[config.mk]
export PLATFORM = sky130hd
export DESIGN_NAME = pm_slot_ctrl
export DESIGN_NICKNAME = d
export VERILOG_FILES = /design/src/rtl/pm_pkg.sv /design/src/rtl/pm_pick_free.sv /design/src/rtl/pm_slot.sv /design/src/rtl/pm_slot_ctrl.sv
export SDC_FILE = /design/constraint.sdc
export NUM_CORES = 2
export LEC_CHECK = 0
export CAP_MARGIN = 30
export CORE_MARGIN = 2
export CORE_UTILIZATION = 40
export DETAILED_ROUTE_END_ITERATION = 16
export DONT_BUFFER_PORTS = 1
export SLEW_MARGIN = 20
export SYNTH_ARGS = -nofsm -noshare
export SYNTH_HDL_FRONTEND = slang
export SYNTH_HIERARCHICAL = 1
export SYNTH_SLANG_ARGS = --single-unit
export TNS_END_PERCENT = 20
[constraint.sdc]
create_clock -name clk -period 5.06 [get_ports clk]
set_clock_uncertainty 0.05 [all_clocks]
set_input_delay 1.518 -clock clk [delete_from_list [all_inputs] [get_ports clk]]
set_output_delay 1.518 -clock clk [all_outputs]
set_load 0.02 [all_outputs]
[src/rtl/pm_pkg.sv]
package pm_pkg;

    localparam int PM_AW = 16;

    typedef logic [PM_AW-1:0] addr_t;

    typedef enum logic [1:0] {
        ST_IDLE = 2'd0,
        ST_OK   = 2'd1,
        ST_FAIL = 2'd2
    } stat_e;

    typedef struct packed {
        addr_t code_lo;
        addr_t code_hi;
        addr_t data_lo;
        addr_t data_hi;
    } layout_t;

    function automatic logic in_span(addr_t a, addr_t lo, addr_t hi);
        return (a >= lo) && (a < hi);
    endfunction

    function automatic logic spans_meet(addr_t lo1, addr_t hi1, addr_t lo2, addr_t hi2);
        return (lo1 < hi2) && (lo2 < hi1);
    endfunction

    function automatic logic layout_valid(layout_t l);
        return (l.code_lo < l.code_hi) && (l.data_lo < l.data_hi);
    endfunction

endpackage

[src/rtl/pm_pick_free.sv]
module pm_pick_free #(
    parameter int N = 4
) (
    input  logic [N-1:0] busy_i,
    output logic [N-1:0] grant_o,
    output logic         any_o
);
    always_comb begin
        grant_o = '0;
        for (int i = N - 1; i >= 0; i--) begin
            if (!busy_i[i]) begin
                grant_o = '0;
                grant_o[i] = 1'b1;
            end
        end
    end

    assign any_o = ~&busy_i;
endmodule

[src/rtl/pm_slot.sv]
module pm_slot
    import pm_pkg::*;
#(
    parameter int IDW = 16
) (
    input  logic           clk,
    input  logic           rst,
    input  logic           load_i,
    input  logic           clr_i,
    input  layout_t        lay_i,
    input  logic [IDW-1:0] id_i,
    input  addr_t          pc_cur_i,
    input  addr_t          pc_prev_i,
    input  logic           mem_req_i,
    input  logic           mem_we_i,
    input  addr_t          mem_addr_i,
    input  addr_t          query_i,
    output logic           en_o,
    output logic [IDW-1:0] id_o,
    output logic           pc_hit_o,
    output logic           q_hit_o,
    output logic           ovl_o,
    output logic           viol_o
);
    layout_t lay_q;
    logic    cur_in, prev_in, bad_entry, bad_data, bad_wr;

    always_ff @(posedge clk) begin
        if (rst) begin
            en_o  <= 1'b0;
            lay_q <= '0;
            id_o  <= '0;
        end else if (load_i) begin
            en_o  <= 1'b1;
            lay_q <= lay_i;
            id_o  <= id_i;
        end else if (clr_i) begin
            en_o  <= 1'b0;
        end
    end

    always_comb begin
        cur_in    = in_span(pc_cur_i, lay_q.code_lo, lay_q.code_hi);
        prev_in   = in_span(pc_prev_i, lay_q.code_lo, lay_q.code_hi);
        pc_hit_o  = en_o && cur_in;
        q_hit_o   = en_o && in_span(query_i, lay_q.code_lo, lay_q.code_hi);
        ovl_o     = en_o && (
                    spans_meet(lay_i.code_lo, lay_i.code_hi, lay_q.code_lo, lay_q.code_hi) ||
                    spans_meet(lay_i.code_lo, lay_i.code_hi, lay_q.data_lo, lay_q.data_hi) ||
                    spans_meet(lay_i.data_lo, lay_i.data_hi, lay_q.code_lo, lay_q.code_hi) ||
                    spans_meet(lay_i.data_lo, lay_i.data_hi, lay_q.data_lo, lay_q.data_hi));
        bad_entry = cur_in && !prev_in && (pc_cur_i != lay_q.code_lo);
        bad_data  = mem_req_i && in_span(mem_addr_i, lay_q.data_lo, lay_q.data_hi) && !cur_in;
        bad_wr    = mem_req_i && mem_we_i && in_span(mem_addr_i, lay_q.code_lo, lay_q.code_hi);
        viol_o    = en_o && (bad_entry || bad_data || bad_wr);
    end

    // a slot is only loaded while it is free
    a_r2_load_free: assert property (@(posedge clk) disable iff (rst)
        load_i |-> !en_o);

    // a slot is only released by code running inside it
    a_r7_clr_own: assert property (@(posedge clk) disable iff (rst)
        clr_i |-> pc_hit_o);

    // a released slot is free on the next cycle
    a_r7_clr_frees: assert property (@(posedge clk) disable iff (rst)
        (clr_i && !load_i) |=> !en_o);
endmodule

[src/rtl/pm_slot_ctrl.sv]
module pm_slot_ctrl
    import pm_pkg::*;
#(
    parameter int NUM_SLOTS = 4,
    parameter int IDW       = 16
) (
    input  logic                clk,
    input  logic                rst,
    input  logic [PM_AW-1:0]    pc_i,
    input  logic                mem_req_i,
    input  logic                mem_we_i,
    input  logic [PM_AW-1:0]    mem_addr_i,
    input  logic                prot_req_i,
    input  logic [PM_AW-1:0]    code_lo_i,
    input  logic [PM_AW-1:0]    code_hi_i,
    input  logic [PM_AW-1:0]    data_lo_i,
    input  logic [PM_AW-1:0]    data_hi_i,
    input  logic                unprot_req_i,
    input  logic                getid_req_i,
    input  logic [PM_AW-1:0]    getid_addr_i,
    output logic [1:0]          status_o,
    output logic [IDW-1:0]      id_o,
    output logic                core_rst_o
);
    addr_t               pc_prev;
    layout_t             lay_new;
    logic [NUM_SLOTS-1:0] en_v, pc_hit_v, q_hit_v, ovl_v, viol_v;
    logic [NUM_SLOTS-1:0] grant_v, load_v, clr_v;
    logic [IDW-1:0]      ids [NUM_SLOTS];
    logic [IDW-1:0]      next_id, found_id;
    logic                free_any, prot_go, unp_sel, unp_go, viol_any;
    stat_e               stat_q;

    assign lay_new = '{code_lo: code_lo_i, code_hi: code_hi_i,
                       data_lo: data_lo_i, data_hi: data_hi_i};

    for (genvar g = 0; g < NUM_SLOTS; g++) begin : g_slot
        pm_slot #(.IDW(IDW)) u_slot (
            .clk       (clk),
            .rst       (rst),
            .load_i    (load_v[g]),
            .clr_i     (clr_v[g]),
            .lay_i     (lay_new),
            .id_i      (next_id),
            .pc_cur_i  (pc_i),
            .pc_prev_i (pc_prev),
            .mem_req_i (mem_req_i),
            .mem_we_i  (mem_we_i),
            .mem_addr_i(mem_addr_i),
            .query_i   (getid_addr_i),
            .en_o      (en_v[g]),
            .id_o      (ids[g]),
            .pc_hit_o  (pc_hit_v[g]),
            .q_hit_o   (q_hit_v[g]),
            .ovl_o     (ovl_v[g]),
            .viol_o    (viol_v[g])
        );
    end

    pm_pick_free #(.N(NUM_SLOTS)) u_pick (
        .busy_i (en_v),
        .grant_o(grant_v),
        .any_o  (free_any)
    );

    always_comb begin
        prot_go  = prot_req_i && layout_valid(lay_new) && !(|ovl_v) && free_any;
        load_v   = prot_go ? grant_v : '0;
        unp_sel  = !prot_req_i && unprot_req_i;
        unp_go   = unp_sel && (|pc_hit_v);
        clr_v    = unp_go ? pc_hit_v : '0;
        viol_any = |viol_v;
        found_id = '0;
        for (int i = 0; i < NUM_SLOTS; i++) begin
            if (q_hit_v[i]) found_id = found_id | ids[i];
        end
    end

    always_ff @(posedge clk) begin
        if (rst) begin
            pc_prev    <= '0;
            core_rst_o <= 1'b0;
            next_id    <= IDW'(1);
            stat_q     <= ST_IDLE;
            id_o       <= '0;
        end else begin
            pc_prev    <= pc_i;
            core_rst_o <= viol_any;
            if (prot_req_i) begin
                stat_q <= prot_go ? ST_OK : ST_FAIL;
                id_o   <= prot_go ? next_id : '0;
                if (prot_go) next_id <= next_id + IDW'(1);
            end else if (unprot_req_i) begin
                stat_q <= unp_go ? ST_OK : ST_FAIL;
                id_o   <= '0;
            end else if (getid_req_i) begin
                stat_q <= ST_OK;
                id_o   <= found_id;
            end else begin
                stat_q <= ST_IDLE;
                id_o   <= '0;
            end
        end
    end

    assign status_o = stat_q;

    // the reset request follows the combined breach flag by exactly one edge
    a_r12_rst_follows: assert property (@(posedge clk) disable iff (rst)
        viol_any |=> core_rst_o);
    a_r12_rst_clears: assert property (@(posedge clk) disable iff (rst)
        !viol_any |=> !core_rst_o);

    // refusing overlaps keeps every address covered by at most one live code span
    a_r3_single_cover: assert property (@(posedge clk) disable iff (rst)
        $onehot0(pc_hit_v) && $onehot0(q_hit_v));

    // a protect that succeeds returns a non-zero number
    a_r2_nonzero_id: assert property (@(posedge clk) disable iff (rst)
        prot_req_i |=> (status_o == ST_FAIL) || (id_o != '0));

    // the number counter only ever stays or steps by one
    a_r6_id_forward: assert property (@(posedge clk) disable iff (rst)
        1'b1 |=> (next_id == $past(next_id)) || (next_id == IDW'($past(next_id) + IDW'(1))));

    // at most one slot is loaded per cycle, and never while another is released
    a_r11_single_load: assert property (@(posedge clk) disable iff (rst)
        $onehot0(load_v) && !((|load_v) && (|clr_v)));

    // a lookup that hits nothing returns zero
    a_r8_miss_zero: assert property (@(posedge clk) disable iff (rst)
        (getid_req_i && !prot_req_i && !unprot_req_i && !(|q_hit_v)) |=> (id_o == '0));
endmodule

==> results.py <==
metrics = {
    "route": {
        "wl_per_cell_um": 25.2,
        "drt-vias-per-instance": 5.99,
        "dr.pass1.iters": 6,
        "route.detailed.drc": 0,
        "wl_um": 150000,
        "route.vias.total": 35600,
        "drtAntennaViolNets": 0,
        "drt_first_iter_violations": 3185,
    },
    "sta": {
        "tightest_slew_ns": 1.03,
        "hold_slack_ns": 0.437,
        "post-route-period-util": 0.976,
        "max_freq_mhz": 202,
        "fin_setup_tns_ns": 0,
        "hold_viol": 0,
        "slew_viol_final": 0,
        "fin_crit_ns": 4.94,
        "relSlewSlack": 0.299,
        "finalSetupViolations": 0,
        "fin_ws_ns": 0.121,
        "rsz0062_at_grt": "no",
    },
    "global_routing": {
        "grt_overflow": 0,
        "antenna_found_initial": 4,
        "grt_usage": 0.294,
        "grt_pass1_vias": 34500,
        "grt_max_degree": 368,
        "grt_pass1_wl_um": 219000,
    },
    "placed_design": {
        "place_ws_ns": -0.654,
        "place_congestion": 0.979,
        "hpwl_um": 115000,
        "place.port_buffers": 0,
        "dpl.cell_count": 5850,
        "placed_cell_area_sq_um": 41900,
    },
    "critical_path": {
        "r2r-end": "g_slot[3].u_slot/lay_q[47]",
        "r2r_cells": 18,
        "path_cells": "ha_1, a21boi_1, o21ai_1, a21oi_1, a2111oi_0, buf_1, o41ai_1, o221ai_1, nor4b_1, nand4_1, nor2_1, nand4_1, nor3_4, and2_4, buf_4, mux2i_1, nor2_1",
        "arrival_ns": 5.38,
        "worstPathMaxFanout": 13,
        "worstPathRequired_ns": 5.50,
        "endpoint_kind": "flop",
        "cpPeakStageDelay_ns": 0.75,
        "critical_path_class": "in -> reg",
        "r2r-start": "g_slot[3].u_slot/lay_q[1]",
        "ff2ff_setup_slack_ns": 0.56,
        "path_delay_family": "compound AO/OA/AOI/OAI gates",
        "slowest_stage": "o41ai_1",
        "cp_num_buf_inv": 2,
        "startpoint_type": "input pin",
    },
    "floorplan": {
        "io_pins": 138,
        "die_h_um": 316,
        "core.rowCount": 114,
        "die_area_sq_um": 100000,
        "initial_core_util": 0.403,
        "core_sq_um": 96700,
        "dieWidth_um": 316,
    },
    "synthesis": {
        "ys_warn_count": 6,
        "synth-adder-area-share": 0.363,
        "synthSimpleGateAreaFrac": 0.144,
        "synth_top_area_frac": 0.363,
        "synth_flop_cell": "dfxtp_1",
        "syn_nets": 5712,
        "asyncSetResetFlopFracSynth": 0,
        "synthMuxAreaShare": 0.0877,
        "ys_seq_elements": 375,
        "synth_top_family_by_area": "adder cells",
        "synth_edf_count": 0,
        "ys_top_cells_by_area": "ha_1, dfxtp_1, mux2i_1, nor2_1, a21oi_1",
        "synthXorXnorAreaFrac": 0,
        "synth_area_per_cell_sq_um": 8.74,
        "synth_cells": 4462,
        "synth-seq-area-share": 0.193,
        "synth_top_area_cell": "ha_1",
        "syn_area_sq_um": 39000,
        "synth-compound-area-share": 0.163,
        "synthDistinctLibCells": 82,
    },
    "worst_hold_path": {
        "hold_end": "g_slot[2].u_slot/lay_q[4]",
        "min_delay_path_depth": 2,
        "hold_class": "reg -> reg",
        "min_from": "g_slot[2].u_slot/lay_q[4]",
    },
    "cts": {
        "cts_tree": "built",
        "cts_buffers": 47,
        "cts_root_buf": "clkbuf_16",
        "htreeDepth": 2,
        "post_cts_buffers": 0,
        "cts_sinks": 375,
        "path_clk_slew_ns": 0.06,
        "cts.path.max_buffers": 3,
        "clock_latency_ns": 0.67,
    },
    "finish": {
        "final_core_util": 0.451,
        "diodes": 0,
        "finalNonFillerCells": 5936,
        "area_growth_syn_to_layout_pct": 11.8,
        "nets": 5873,
        "regArea_sq_um": 7510,
        "stdcell_area_sq_um": 43600,
        "fillers": 9542,
        "multiInputGateArea_sq_um": 29600,
        "drive_gt1_frac": 0.0730,
    },
    "power_and_ir_drop": {
        "ir_worst_vdd_mv": 0.305,
        "cellPowerDensity_nw_per_um2": 199,
        "leakagePower_nw": 18.7,
        "p_total_mw": 8.69,
    },
    "job": {
        "cap_viol_max_count": 0,
    },
    "run_status": {
        "outcome": "completed",
    },
}
[worst max path at each step]
stage                       start                          to  slack (ns)  depth (start not counted)
floorplan           code_lo_i[14]    g_slot[0].u_slot/id_o[0]       -0.15                         18
global placement    code_lo_i[14]    g_slot[3].u_slot/id_o[2]       -0.54                         16
detailed placement  code_lo_i[14]    g_slot[3].u_slot/id_o[6]       -0.65                         16
CTS                  data_lo_i[2]  g_slot[2].u_slot/lay_q[45]        0.12                         19
global route        code_lo_i[14]    g_slot[3].u_slot/id_o[6]        0.05                         16
finish               data_lo_i[1]  g_slot[3].u_slot/lay_q[47]        0.12                         17
[cell usage after synthesis (all sizes together), types with 6 or more instances]
| cell | number |
|---|---|
| and2 | 12 |
| nand3 | 76 |
| o21ai | 205 |
| o21bai | 7 |
| nor2 | 472 |
| ha | 1131 |
| or2 | 8 |
| nor3 | 38 |
| nand2b | 46 |
| and3 | 9 |
| a21o | 135 |
| a41oi | 6 |
| o41ai | 7 |
| mux2 | 8 |
| nand2 | 152 |
| or3 | 7 |
| buf | 14 |
| a22oi | 15 |
| a31oi | 11 |
| a21boi | 17 |
| and4 | 18 |
| a2111oi | 45 |
| a21oi | 318 |
| a22o | 18 |
| dfxtp | 375 |
| o211ai | 13 |
| a211o | 8 |
| a221oi | 7 |
| clkbuf | 78 |
| nor2b | 67 |
| a211oi | 62 |
| o21a | 32 |
| nor4 | 31 |
| nor3b | 26 |
| a41o | 7 |
| nand4 | 136 |
| o31ai | 10 |
| or4 | 16 |
| mux2i | 331 |
| inv | 418 |
| o2111ai | 18 |
| o221ai | 7 |
[metal layers]
layer / vias up / global-route usage / part of all wire
li1: 16800 / - / -
met5: - / 0 / 0.00019
met2: 1307 / 0.474 / 0.44
met4: 4 / 0.125 / 0.045
met1: 17200 / 0.390 / 0.43
met3: 280 / 0.0432 / 0.075
[cells in the final DEF (no fill, tap or decap), types with 12 or more instances in the layout]
cell	netlist	final
nand3_1	76	76
nand2_1	152	152
nor4_1	22	22
a22o_1	18	18
nor3_1	37	36
o2111ai_1	18	18
a211oi_1	62	61
a21oi_1	317	317
o21ai_0	138	138
nand2b_1	45	45
nor2b_1	67	67
clkbuf_1	78	12
inv_1	418	418
a2111oi_0	42	38
a22oi_1	15	15
o21a_1	32	32
mux2i_1	331	331
nor3b_1	26	26
buf_4	2	188
a21o_1	134	134
ha_1	1131	1131
buf_12	0	12
dfxtp_1	375	375
or4_1	13	13
nand4_1	131	131
o21ai_1	58	58
nor2_1	472	472
clkbuf_16	0	48
and4_1	18	18
[kinds of logic (layout without fill, tap and decap cells)]
family                   count (synthesis)  in the layout
AO/OA/AOI/OAI                          978            978
adder cells (fa/ha/maj)               1131           1131
buffers and inverters                  511            709
flip-flops                             375            375
multiplexers                           339            339
AND/OR/NAND/NOR                       1128           1128
[state kept, by name, summed over array words and instances, names as in the netlist]
| name | count |
|---|---|
| status_o | 2 |
| g_slot.u_slot/id_o | 64 |
| id_o | 16 |
| next_id | 16 |
| g_slot.u_slot/en_o | 4 |
| g_slot.u_slot/lay_q | 256 |
| core_rst_o | 1 |
| pc_prev | 16 |
[worst reg2reg max path, cell delays in order, from the launching register on]
cell,delay (ns)
dfxtp_1,0.33
inv_1,0.08
ha_1,0.27
a21boi_1,0.15
o21ai_1,0.08
a21oi_1,0.12
a2111oi_0,0.08
buf_1,0.16
o41ai_1,0.75
o221ai_1,0.32
nor4b_1,0.35
nand4_1,0.13
nor2_1,0.11
nand4_1,0.18
nor3_4,0.25
and2_4,0.37
buf_4,0.26
mux2i_1,0.23
nor2_1,0.06
[cell type report]
type / instances / share of cell area
multi-input cells: 3576 / 0.679
well taps: 1276 / 0.0366
inverters: 419 / 0.0361
clock inverters: 17 / 0.00645
clock buffers: 69 / 0.0314
repair buffers: 204 / 0.0384
flip-flops and latches: 375 / 0.172
[timing repair]
| item | 4_1_cts | 5_1_grt |
|---|---|---|
| pin swaps | 0 | 2 |
| resized for setup | 1 | 3 |
| hold buffers | 0 | 0 |
| setup endpoints to repair | 13 | 321 |
[power breakdown]
group	internal (mW)	switching, mW
combinational	0.853	1.04
clock	2.19	1.50
sequential	3.01	0.0849
total	6.06	2.63
(Power assumes the default switching activity.)
